`src/rtl/spec_tag_tracker.sv`:
```
module spec_tag_tracker #(
  parameter int LINES = 16,
  parameter int WORDS = 4,
  localparam int IW = $clog2(LINES),
  localparam int WW = $clog2(WORDS)
) (
  input  logic             clk,
  input  logic             rst_n,
  input  logic             ld_valid,
  input  logic [IW-1:0]    ld_idx,
  input  logic [WW-1:0]    ld_word,
  input  logic             ld_miss,
  input  logic             st_valid,
  input  logic [IW-1:0]    st_idx,
  input  logic [WW-1:0]    st_word,
  input  logic             snp_valid,
  input  logic [IW-1:0]    snp_idx,
  input  logic [WORDS-1:0] snp_mask,
  input  logic             snp_earlier,
  input  logic             commit,
  input  logic             restart,
  output logic             violation,
  output logic [LINES-1:0] inv_mask
);

  logic [WORDS-1:0] rd_q [LINES];
  logic [WORDS-1:0] wr_q [LINES];
  logic [LINES-1:0] mod_q, stale_q, inv_q, snp_line;
  logic             viol_q, early, hazard, quiet;

  assign early    = snp_valid & snp_earlier;
  assign hazard   = early & |(snp_mask & rd_q[snp_idx] & ~wr_q[snp_idx]);
  assign snp_line = early ? (LINES'(1) << snp_idx) : '0;
  assign quiet    = ~restart & ~commit;

  always_ff @(posedge clk) begin
    if (!rst_n) begin
      viol_q  <= 1'b0;
      inv_q   <= '0;
      mod_q   <= '0;
      stale_q <= '0;
      for (int i = 0; i < LINES; i++) begin
        rd_q[i] <= '0;
        wr_q[i] <= '0;
      end
    end else begin
      viol_q <= ~restart & (viol_q | hazard);
      if (restart)     inv_q <= mod_q | snp_line;
      else if (commit) inv_q <= stale_q | snp_line;
      else             inv_q <= snp_line;

      if (!quiet) begin
        mod_q <= '0;
        for (int i = 0; i < LINES; i++) begin
          rd_q[i] <= '0;
          wr_q[i] <= '0;
        end
        if (!restart) stale_q <= '0;
      end else begin
        if (ld_valid) begin
          rd_q[ld_idx][ld_word] <= 1'b1;
          if (ld_miss) mod_q[ld_idx] <= 1'b1;
        end
        if (st_valid) begin
          wr_q[st_idx][st_word] <= 1'b1;
          mod_q[st_idx]         <= 1'b1;
        end
        if (snp_valid && !snp_earlier) stale_q[snp_idx] <= 1'b1;
      end
    end
  end

  assign violation = viol_q;
  assign inv_mask  = inv_q;

endmodule

```
`config.mk`:
```
export PLATFORM = sky130hd
export DESIGN_NAME = spec_tag_tracker
export DESIGN_NICKNAME = d
export VERILOG_FILES = /design/src/rtl/spec_tag_tracker.sv
export SDC_FILE = /design/constraint.sdc
export NUM_CORES = 1
export LEC_CHECK = 0
export BUFFER_PORTS_ARGS = -buffer_cell sky130_fd_sc_hd__buf_2
export CAP_MARGIN = 20
export CORE_ASPECT_RATIO = 1.1
export CORE_UTILIZATION = 44
export DETAILED_ROUTE_END_ITERATION = 8
export HOLD_SLACK_MARGIN = 0.12
export MAX_ROUTING_LAYER = met4
export SLEW_MARGIN = 20
export SYNTH_ARGS = -nofsm -noshare
export SYNTH_HDL_FRONTEND = slang
export SYNTH_SLANG_ARGS = --single-unit
```
`constraint.sdc`:
```
create_clock -name clk -period 1.75 [get_ports clk]
set_input_delay 0.2625 -clock clk [delete_from_list [all_inputs] [get_ports clk]]
set_output_delay 0.2625 -clock clk [all_outputs]
set_load 0.005 [all_outputs]
```
Word level (Yosys, flattened, before mapping)
Memory sizes are Yosys's and may differ from the RTL's.
Index checks and enable logic that the tools add are counted.
Storage, ports and cells
  memories kept: 2
  input bits: 29
  output and inout bits: 17
  logic and storage cells: 149
  bits in latches: 0
  bits in read-only memories: 0
  RAM bits: 128
  flip-flop bits (word level): 49
Cells by class
  bitwise operators: 47
  magnitude comparators: 10
  mux-type cells: 71
  div/mod/pow operators: 0
  equality and inequality tests: 2
  $mul: 0
  reductions and logical operators: 12
  shift-type cells: 1
  $add $sub $neg: 0
Memory list
  rd_q: depth 16, bits a word 4, rd ports 1, clocked after Yosys merged registers in 0, write ports 16, RTL line 26  | logic [WORDS-1:0] rd_q [LINES];
  wr_q: depth 16, bits a word 4, rd ports 1, clocked after Yosys merged registers in 0, write ports 16, RTL line 27  | logic [WORDS-1:0] wr_q [LINES];
Operators by type and width (number)
  two-way mux 16 bit: 11
  two-way mux 4 bit: 40
  OR 16 bit: 5
  OR 1 bit: 33
  << shifter 1 x 4 -> 16 bit, first input constant: 1
  less-than comparator 4 x 5 -> 1 bit, second input constant: 3
  two-way mux 1 bit: 15
  demux 1 bit (select 4 bit): 3
  greater-or-equal comparator 4 x 1 -> 1 bit, second input constant: 3
  OR reduction 4 bit: 3
  bitwise AND 4 bit: 2
  logical AND 1 bit: 6
  less-than comparator 2 x 3 -> 1 bit, second input constant: 2
  bitwise AND 1 bit: 4
  demux 1 bit (select 2 bit): 2
  greater-or-equal comparator 2 x 1 -> 1 bit, second input constant: 2
  inequality test 2 x 1 -> 1 bit, second input constant: 2
  NOT 4 bit: 1
  AND reduction 2 bit: 2
  NOT 1 bit: 2
  zero test 1 bit: 1

Logic depth before layout (Yosys ltp)
Gate-level depths: netlist of run 1.
  depth in word-level cells: 11
  depth in mapped cells: 9
  gate-level depth less buffers: 6

Least setup slack after synthesis of run 1
No wires, ideal clock.
  path type: in2reg
  start point: in snp_idx[0]
  end point: reg viol_q (netlist: violation)
  path slack: 0.166 ns
  library setup time: 0.129 ns
  cell stages on the path: 7
  required time: 1.621 ns
  arrival time: 1.455 ns
  path buffers: 1
  cell sequence: buf_2 > mux2_2 > and3_1 > o21ai_1 > o21ai_1 > a221oi_1 > a31oi_1
Between the ends
  word-level cells in the longest chain between the ends: 7
  elaborated cells on any way between the ends: 9
  classes of those cells: 6 x bitwise; 1 x reduce/logical; 2 x memory
RTL lines
  from (decl): RTL line 17  | input logic [IW-1:0] snp_idx,
  memory read (16 x 4 bit) (on tied branches)
  bitwise AND 4 bit or NOT 4 bit (tied branches): RTL line 32  | assign hazard = early & |(snp_mask & rd_q[snp_idx] & ~wr_q[snp_idx]);
  bitwise AND 4 bit (*): RTL line 32
  OR reduction 4 bit (*): RTL line 32
  bitwise AND 1 bit (*): RTL line 32
  OR 1 bit (*): RTL line 47  | viol_q <= ~restart & (viol_q | hazard);
  bitwise AND 1 bit (*): RTL line 47
  to (signal assigned): RTL line 47
  to (decl): RTL line 29  | logic viol_q, early, hazard, quiet;
Every way passes the cells marked *; elsewhere a longest branch is shown, timed or not.
A chain may end at the register's enable or synchronous reset.

Worst setup path after layout of run 1
  start point: mem rd_q[2][1]
  end point: reg viol_q (netlist: violation)
Between the ends
  word-level cells in the longest chain between the ends: 7
RTL lines (RTL line)
  from (decl): 26
  memory read (16 x 4 bit)
  bitwise AND 4 bit (2 in a row): 32
  OR reduction 4 bit: 32
  bitwise AND 1 bit: 32
  OR 1 bit: 47
  bitwise AND 1 bit: 47
Every way passes these cells.

==> parameters.txt, run 1 <==
Parameter                              Value

Status
  Run status ... complete, no violations

Timing
  Setup repair after global routing missed its margin ... no
  Maximum achievable frequency ... approximately 640 MHz
  Period utilization ... approximately nine tenths
  Setup violators final ... 0
  Max transition margin ... around 45%
  PnR worst setup slack ... 176 ps
  Count of endpoints failing hold in the final timing report ... 0
  Time the final worst path needs with I/O delays and setup ... 1570 ps
  Maximum clock skew at final layout ... 13.3 ps
  Final total negative setup slack ... 0 ps
  Total count of max-transition violations in the final report ... 0
  Pin slew with the least headroom to its limit ... between 800 and 900 ps

Placed design
  Post-DP HPWL ... 15,200 µm
  Pre-CTS WS ... -128 ps
  Quantity of I/O buffers inserted on ports ... 45
  Gp weighted congestion ... around 0.93

Logic synthesis
  Top_reg_cell synth ... sky130_fd_sc_hd__dfxtp_1
  Distinct cells, synth ... 54
  Total nets after synthesis ... between 700 and 800
  Top-area cell type share of the netlist area ... 50.4%
  Top area cells in the synthesized netlist ... sky130_fd_sc_hd__dfxtp_1 50%, sky130_fd_sc_hd__a22o_1 10%, sky130_fd_sc_hd__nand2_1 4.6%
  Number of register bits inferred by synthesis ... 177
  Number of instances in the synthesized netlist ... around 740
  Yosys top cell by area ... sky130_fd_sc_hd__dfxtp_1
  Combined area of all synthesized cells ... 0.00704 mm²
  Fraction of registers with async set or reset after synthesis ... 0%
  Share of the yosys chip area belonging to registers ... 50.4%
  EDFF count, synth ... 0
  Synth warnings ... 0
  Average footprint of a synthesized cell ... roughly 9.5 µm²

Layout
  Fraction of layout cells with a size suffix above 1 ... 18.3%
  Final standard cell utilization of the core ... a little over half
  Layout overhead on the synthesized area ... 18.6%
  Layout net count ... 826

Power
  Proportion of power drawn by flip-flops and latches ... 46.3%
  Static leakage power ... between 3 and 4 nW
  Part of the total power dissipated in the clock network ... 48.0%
  Pwr Density ... 1050 mW/mm²
  Combinational power share ... 5.7%
  Sw Ratio ... 22.4%
  Reported net switching power ... between 0.0015 and 0.002 W
  Peak supply drop ... 674 µV
  Power, Total ... 0.00874 W
  Internal Pwr Total ... between 0.006 and 0.007 W

Die
  Overall die height ... 135 µm
  Starting density of the core ... 44.9%
  Number of top-level pins ... 46
  Placeable core region ... 0.0157 mm²
  Row Count ... 48
  DIE AREA ... around 0.017 mm²
  Die width ... 123 µm

CTS
  Number of clock sinks seen by CTS ... between 150 and 200
  Hold-fix buffer count after cts ... 0
  Buffer type at the clock tree root ... sky130_fd_sc_hd__clkbuf_16
  Clock slew at reported path FFs ... 70 ps
  Number of buffers added for setup after CTS ... 0
  Clock insertion delay at the later pin of the skew report ... 430 ps
  Largest buffer count on any clock path ... 2
  Cts repair resizes ... 0
  Number of buffers created by CTS ... 17
  Number of H-tree levels ... 4
  Clock tree from TritonCTS ... built

Routing
  Wirelength, routed ... between 20,000 and 25,000 µm
  First-pass iteration count of the detailed router ... 7
  Drt first-iter violations ... between 500 and 600
  Wirelength per Cell ... approximately 21 µm
  Remaining routing DRC violations ... 0
  Routed via count divided by cell count ... 6.00
  Number of vias in the routed layout ... 6,068
  DRT antenna net count ... 0

Setup path
  Library cell contributing the largest single delay on the critical path ... sky130_fd_sc_hd__a221oi_1
  Type of origin of the critical path ... flop
  Worst Path Class, Setup ... reg2reg
  Critical path buffer and inverter count ... 0
  CP Capture Type ... flop
  Crit Reg-Reg Startpoint ... rd_q[2][1]
  CP Data Required Time ... slightly above 2000 ps
  Delay of the slowest cell on the worst path ... approximately 400 ps
  Cell Chain, Critical Path ... nor2b_1 > a221oi_1 > a211oi_1 > o311ai_0 > a31oi_1
  Critical path's top delay family ... compound AO/OA/AOI/OAI gates
  Biggest fanout along the worst timing path ... 2
  Critical path origin ... rd_q[2][1]
  Worst path arrival time ... 1890 ps

Worst hold path
  Worst min-delay path startpoint ... ld_idx[3]
  Hold Path Class ... in2reg

Global route
  Total Routing Usage GR ... 27.5%
  Wire length of the first global-routing pass ... 32,700 µm
  Maximum number of pins on one net before global-route repair ... 66
  Vias in the first global route ... 5,819
  Grt total ovfl ... 0
  Number of antenna violations at the first check in global routing ... 1

Flow run
  Max Cap Violations ... 0
[metrics by stage]
step,instances,area [µm²],hold WS (ps)
after floorplan,737,7040,414
after CTS,1010,8340,159
final,1011,8350,174
after detailed placement,978,7690,444
after global placement,978,7690,441
after global routing,1011,8350,189
[registers in the layout, indices dropped and copies added (netlist names)]
name       flops
inv_mask      16
mod_q         16
rd_q          64
stale_q       16
violation      1
wr_q          64
[synth_stat cells (3+ instances only)]
cell type and number:
sky130_fd_sc_hd__mux4_2 8, sky130_fd_sc_hd__clkbuf_1 32, sky130_fd_sc_hd__o21a_1 3, sky130_fd_sc_hd__inv_1 12
sky130_fd_sc_hd__nand2_1 87, sky130_fd_sc_hd__a21oi_1 18, sky130_fd_sc_hd__o311ai_1 3, sky130_fd_sc_hd__and2_1 13
sky130_fd_sc_hd__o21ai_1 5, sky130_fd_sc_hd__o31ai_1 5, sky130_fd_sc_hd__o41ai_1 3, sky130_fd_sc_hd__nand2b_1 10
sky130_fd_sc_hd__nor2b_1 15, sky130_fd_sc_hd__mux2_2 4, sky130_fd_sc_hd__nand4_1 3, sky130_fd_sc_hd__nor3b_2 3
sky130_fd_sc_hd__dfxtp_1 177, sky130_fd_sc_hd__o221ai_1 9, sky130_fd_sc_hd__a22o_1 81, sky130_fd_sc_hd__nand4b_1 5
sky130_fd_sc_hd__buf_6 3, sky130_fd_sc_hd__nor3b_1 3, sky130_fd_sc_hd__buf_2 16, sky130_fd_sc_hd__nor3_1 16
sky130_fd_sc_hd__and3_1 8, sky130_fd_sc_hd__mux2i_1 8, sky130_fd_sc_hd__a31oi_1 4, sky130_fd_sc_hd__a32oi_1 4
sky130_fd_sc_hd__o21ai_0 44, sky130_fd_sc_hd__a221oi_1 22, sky130_fd_sc_hd__a211oi_1 8, sky130_fd_sc_hd__a32o_1 3
sky130_fd_sc_hd__nor2_1 73, sky130_fd_sc_hd__nand3_1 4
[power by group through the flow]
stage	clock, W	combinational (W)	sequential [W]
after floorplan	0	0.000279	0.00414
after CTS	0.00423	0.000486	0.00405
after global placement	0	0.000477	0.00414
after global routing	0.00441	0.000532	0.00405
final	0.00419	0.000496	0.00405
after detailed placement	0	0.000484	0.00414
[worst reg2reg max path: cells and delay by family, from the launching register on]
family / cells / cell delay [ps]
AND/OR/NAND/NOR: 1 / 120
AO/OA/AOI/OAI: 4 / 1000
flip-flops: 1 / 320
[routing by layer]
metal | vias to the layer above | global-route usage (%) | share of wire, %
li1 | 2822 | - | -
met1 | 2955 | 34.4 | 43
met2 | 240 | 42.3 | 48
met3 | 51 | 5.57 | 5.4
met4 | 0 | 13.1 | 3.4
met5 | - | - | 0
[placed cells by master (no fill, tap or decap), drive strengths merged, types with 3 or more instances in the layout]
master   netlist  layout
nor3b          6       6
nor2b         15      15
a32oi          4       4
o21ai         49      49
o311ai         4       4
nand2         88      88
mux2i          8       8
a31oi          4       4
a211oi         8       8
mux2           4       4
bufinv         0       5
a21oi         18      18
a32o           3       3
buf           22      95
inv           14      16
o41ai          3       3
nand2b        10      10
nand4b         5       5
dfxtp        177     177
clkbuf        32      19
nor3          18      18
nor2          73      73
a221oi        22      22
clkinv         1       5
o31ai          5       5
a2111oi        4       4
and3           8       8
o221ai         9       9
a22o          81      81
and2          13      13
o21a           3       3
nand4          3       3
mux4           9       9
nand3          4       4
[area by class of cell]
| class | count | area (µm²) |
|---|---|---|
| diodes | 1 | 2.50 |
| clock buffers | 19 | 443 |
| clock inverters | 13 | 206 |
| fillers | 1428 | 7330 |
| inverters | 15 | 56.3 |
| multi-input cells | 491 | 3180 |
| flip-flops and latches | 177 | 3540 |
| well taps | 200 | 250 |
| repair buffers | 95 | 663 |
[cells by family after synthesis]
group                  count (synthesis)  synth area share, %
AOI/OAI and AO/OA                    220                 23.5
and+or+nand+nor                      250                 16.9
buffers and inverters                 69                 4.50
muxes                                 21                 4.71
DFF                                  177                 50.4
[final timing paths]
check | to | slack, ps | cells after the start
worst min-delay path | rd_q[2][3] | 170 | 2
worst min register to register | rd_q[7][1] | 460 | 2
worst max register to register | violation | 180 | 5
worst max-delay path | violation | 180 | 5
Power figures use the tool's default switching activity.
==> run 2, diff against run 1 <==
--- a/config.mk
+++ b/config.mk
@@ -7,11 +7,14 @@
 export LEC_CHECK = 0
 export BUFFER_PORTS_ARGS = -buffer_cell sky130_fd_sc_hd__buf_2
 export CAP_MARGIN = 20
+export CELL_PAD_IN_SITES_DETAIL_PLACEMENT = 1
+export CELL_PAD_IN_SITES_GLOBAL_PLACEMENT = 1
 export CORE_ASPECT_RATIO = 1.1
 export CORE_UTILIZATION = 44
 export DETAILED_ROUTE_END_ITERATION = 8
 export HOLD_SLACK_MARGIN = 0.12
 export MAX_ROUTING_LAYER = met4
+export PLACE_DENSITY_LB_ADDON = 0.1
 export SLEW_MARGIN = 20
 export SYNTH_ARGS = -nofsm -noshare
 export SYNTH_HDL_FRONTEND = slang
==> parameters.txt, run 2 (same netlist as run 1, synthesis figures left out) <==
Parameter                              Value

Setup path
  Cell Chain, Critical Path ... mux4_1 > and4b_1 > a31oi_1 > a32o_1 > a31oi_1
  Most Frequent Cell on Critical Path ... sky130_fd_sc_hd__a31oi_1
  Library cell contributing the largest single delay on the critical path ... sky130_fd_sc_hd__mux4_1
  CP Data Required Time ... 2110 ps (+50 ps)
  Delay of the slowest cell on the worst path ... 480 ps (+80 ps)
  CP Capture Type ... flop
  Biggest fanout along the worst timing path ... 2 (unchanged)
  Worst Path Class, Setup ... reg2reg
  Worst path arrival time ... 2000 ps (+110 ps)
  Type of origin of the critical path ... flop

Timing
  Maximum clock skew at final layout ... 9.17 ps (-4.11 ps)
  Time the final worst path needs with I/O delays and setup ... 1640 ps (+64.2 ps)
  Total count of max-transition violations in the final report ... 0 (unchanged)
  Maximum achievable frequency ... 610 MHz (-3.9%)
  Pin slew with the least headroom to its limit ... 1100 ps (+290 ps)
  Setup violators final ... 0 (unchanged)
  Setup repair after global routing missed its margin ... no
  Final total negative setup slack ... 0 ps (unchanged)
  Period utilization ... 93.6% (+3.7 points)
  WHS ... 208 ps (+33.8 ps)
  PnR worst setup slack ... 112 ps (-64.2 ps)
  Max transition margin ... 25.8% (-19 points)
  Count of endpoints failing hold in the final timing report ... 0 (unchanged)

Die
  Number of top-level pins ... 46 (unchanged)
  Die width ... 123 µm (unchanged)
  Row Count ... 48 (unchanged)
  Starting density of the core ... 44.9% (unchanged)
  DIE AREA ... 0.0165 mm² (unchanged)
  Placeable core region ... 0.0157 mm² (unchanged)
  Overall die height ... 135 µm (unchanged)

Placed design
  Quantity of I/O buffers inserted on ports ... 45 (unchanged)
  Post-DP HPWL ... 17,600 µm (+16%)
  Pre-CTS WS ... -255 ps (-127 ps)
  # placed instances ... 987 (+0.92%)
  Gp weighted congestion ... 0.893 (-3.5%)

Global route
  Vias in the first global route ... 6,528 (+12%)
  Wire length of the first global-routing pass ... 37,500 µm (+15%)
  Number of antenna violations at the first check in global routing ... 0 (-1)
  Maximum number of pins on one net before global-route repair ... 76 (+15%)
  Grt total ovfl ... 0 (unchanged)
  Total Routing Usage GR ... 31.6% (+4.1 points)

Routing
  Wirelength per Cell ... 23.6 µm (+12%)
  First-pass iteration count of the detailed router ... 4 (-3)
  Drt first-iter violations ... 489 (-18%)
  DRT antenna net count ... 0 (unchanged)
  Routed via count divided by cell count ... 6.04 (+0.70%)
  Number of vias in the routed layout ... 6,159 (+1.5%)
  Remaining routing DRC violations ... 0 (unchanged)
  Wirelength, routed ... 24,100 µm (+13%)

CTS
  Clock insertion delay at the later pin of the skew report ... 430 ps (about the same)
  Number of buffers created by CTS ... 17 (unchanged)
  Largest buffer count on any clock path ... 2 (unchanged)
  Clock slew at reported path FFs ... 70 ps (about the same)
  Buffer type at the clock tree root ... sky130_fd_sc_hd__clkbuf_16
  Clock tree from TritonCTS ... built
  Number of buffers added for setup after CTS ... 0 (unchanged)
  Number of H-tree levels ... 4 (unchanged)
  Number of clock sinks seen by CTS ... 177 (unchanged)

Layout
  Layout overhead on the synthesized area ... 18.7% (about the same)
  Footprint of the flip-flops and latches ... 0.00354 mm² (unchanged)
  Final non-filler cell total ... 1,019 (+0.79%)
  Layout net count ... 835 (+1.1%)
  Fraction of layout cells with a size suffix above 1 ... 19.3% (+1.0 points)
  Most common cell after layout, fill and taps aside ... sky130_fd_sc_hd__dfxtp_1
  Multi-input gate area ... 0.00318 mm² (unchanged)
  Most frequent cells in the layout ... 177 x sky130_fd_sc_hd__dfxtp_1, 87 x sky130_fd_sc_hd__nand2_1, 81 x sky130_fd_sc_hd__a22o_1
  Fill cell instance count of the final layout ... 1,805 (+26%)
  Diodes inserted ... 0 (-1)
  Largest registers in the final layout ... rd_q x64, wr_q x64

Power
  Peak supply drop ... 767 µV (+14%)
  Pwr Density ... 985 mW/mm² (-5.9%)
  Power, Total ... 0.00823 W (-5.8%)
  Static leakage power ... 3.13 nW (+0.14%)

Flow run
  Max Cap Violations ... 0 (unchanged)

Worst hold path
  Hold Path Class ... in2reg

Status
  Run status ... complete, no violations
run 2: cell count changes in the layout (fill, tap and decap cells not counted), sizes merged:
cell / delta
clkbuf: -2
clkinvlp: +2
inv: +5
diode: -1
bufinv: -5
buf: +9
run 2: critical path, delay by kind of cell (launching register included):
family / cells / cell delay (ps)
flip-flops: 1 / 330
multiplexers: 1 / 480
AO/OA/AOI/OAI: 3 / 450
AND/OR/NAND/NOR: 1 / 290
run 2: final cells by class:
| type | instances | area share [%] |
|---|---|---|
| Clock inverter | 15 | 1.53 |
| Clock buffer | 17 | 5.09 |
| Inverter | 15 | 0.674 |
| Sequential cell | 177 | 42.4 |
| Multi-Input combinational cell | 491 | 38.1 |
| Timing Repair Buffer | 104 | 9.20 |
| Tap cell | 200 | 3.00 |
run 2: worst paths after layout:
path         slack [ps]         end  depth (start not counted)         from
min reg2reg         460  rd_q[9][3]                          2   rd_q[9][3]
max reg2reg         110   violation                          5  wr_q[13][3]
min                 210  rd_q[2][3]                          2    ld_idx[3]
max                 110   violation                          5  wr_q[13][3]
run 2: where the power goes:
group | internal, W | switching, W
combinational | 0.000180 | 0.000355
clock | 0.00186 | 0.00178
sequential | 0.00404 | 0.00000805
total | 0.00608 | 0.00215
run 2: timing repair:
item | CTS | global route
resized for setup | 0 | 1
setup endpoints to repair | 0 | 1
hold buffers | 0 | 0
run 2: metal layers:
metal | wire length [µm] | vias up | track usage [%]
li1 | - | 2847 | -
met5 | 0 | - | -
met3 | 833 | 43 | 4.65
met2 | 12200 | 168 | 52.1
met1 | 10300 | 3101 | 38.3
met4 | 788 | 0 | 13.2
run 2: stage by stage:
step | util [%] | cell area [µm²]
global placement | 49.8 | 7800
global route | 53.3 | 8350
finish | 53.3 | 8350
floorplan | - | 7040
detailed placement | 49.8 | 7800
CTS | 53.3 | 8350
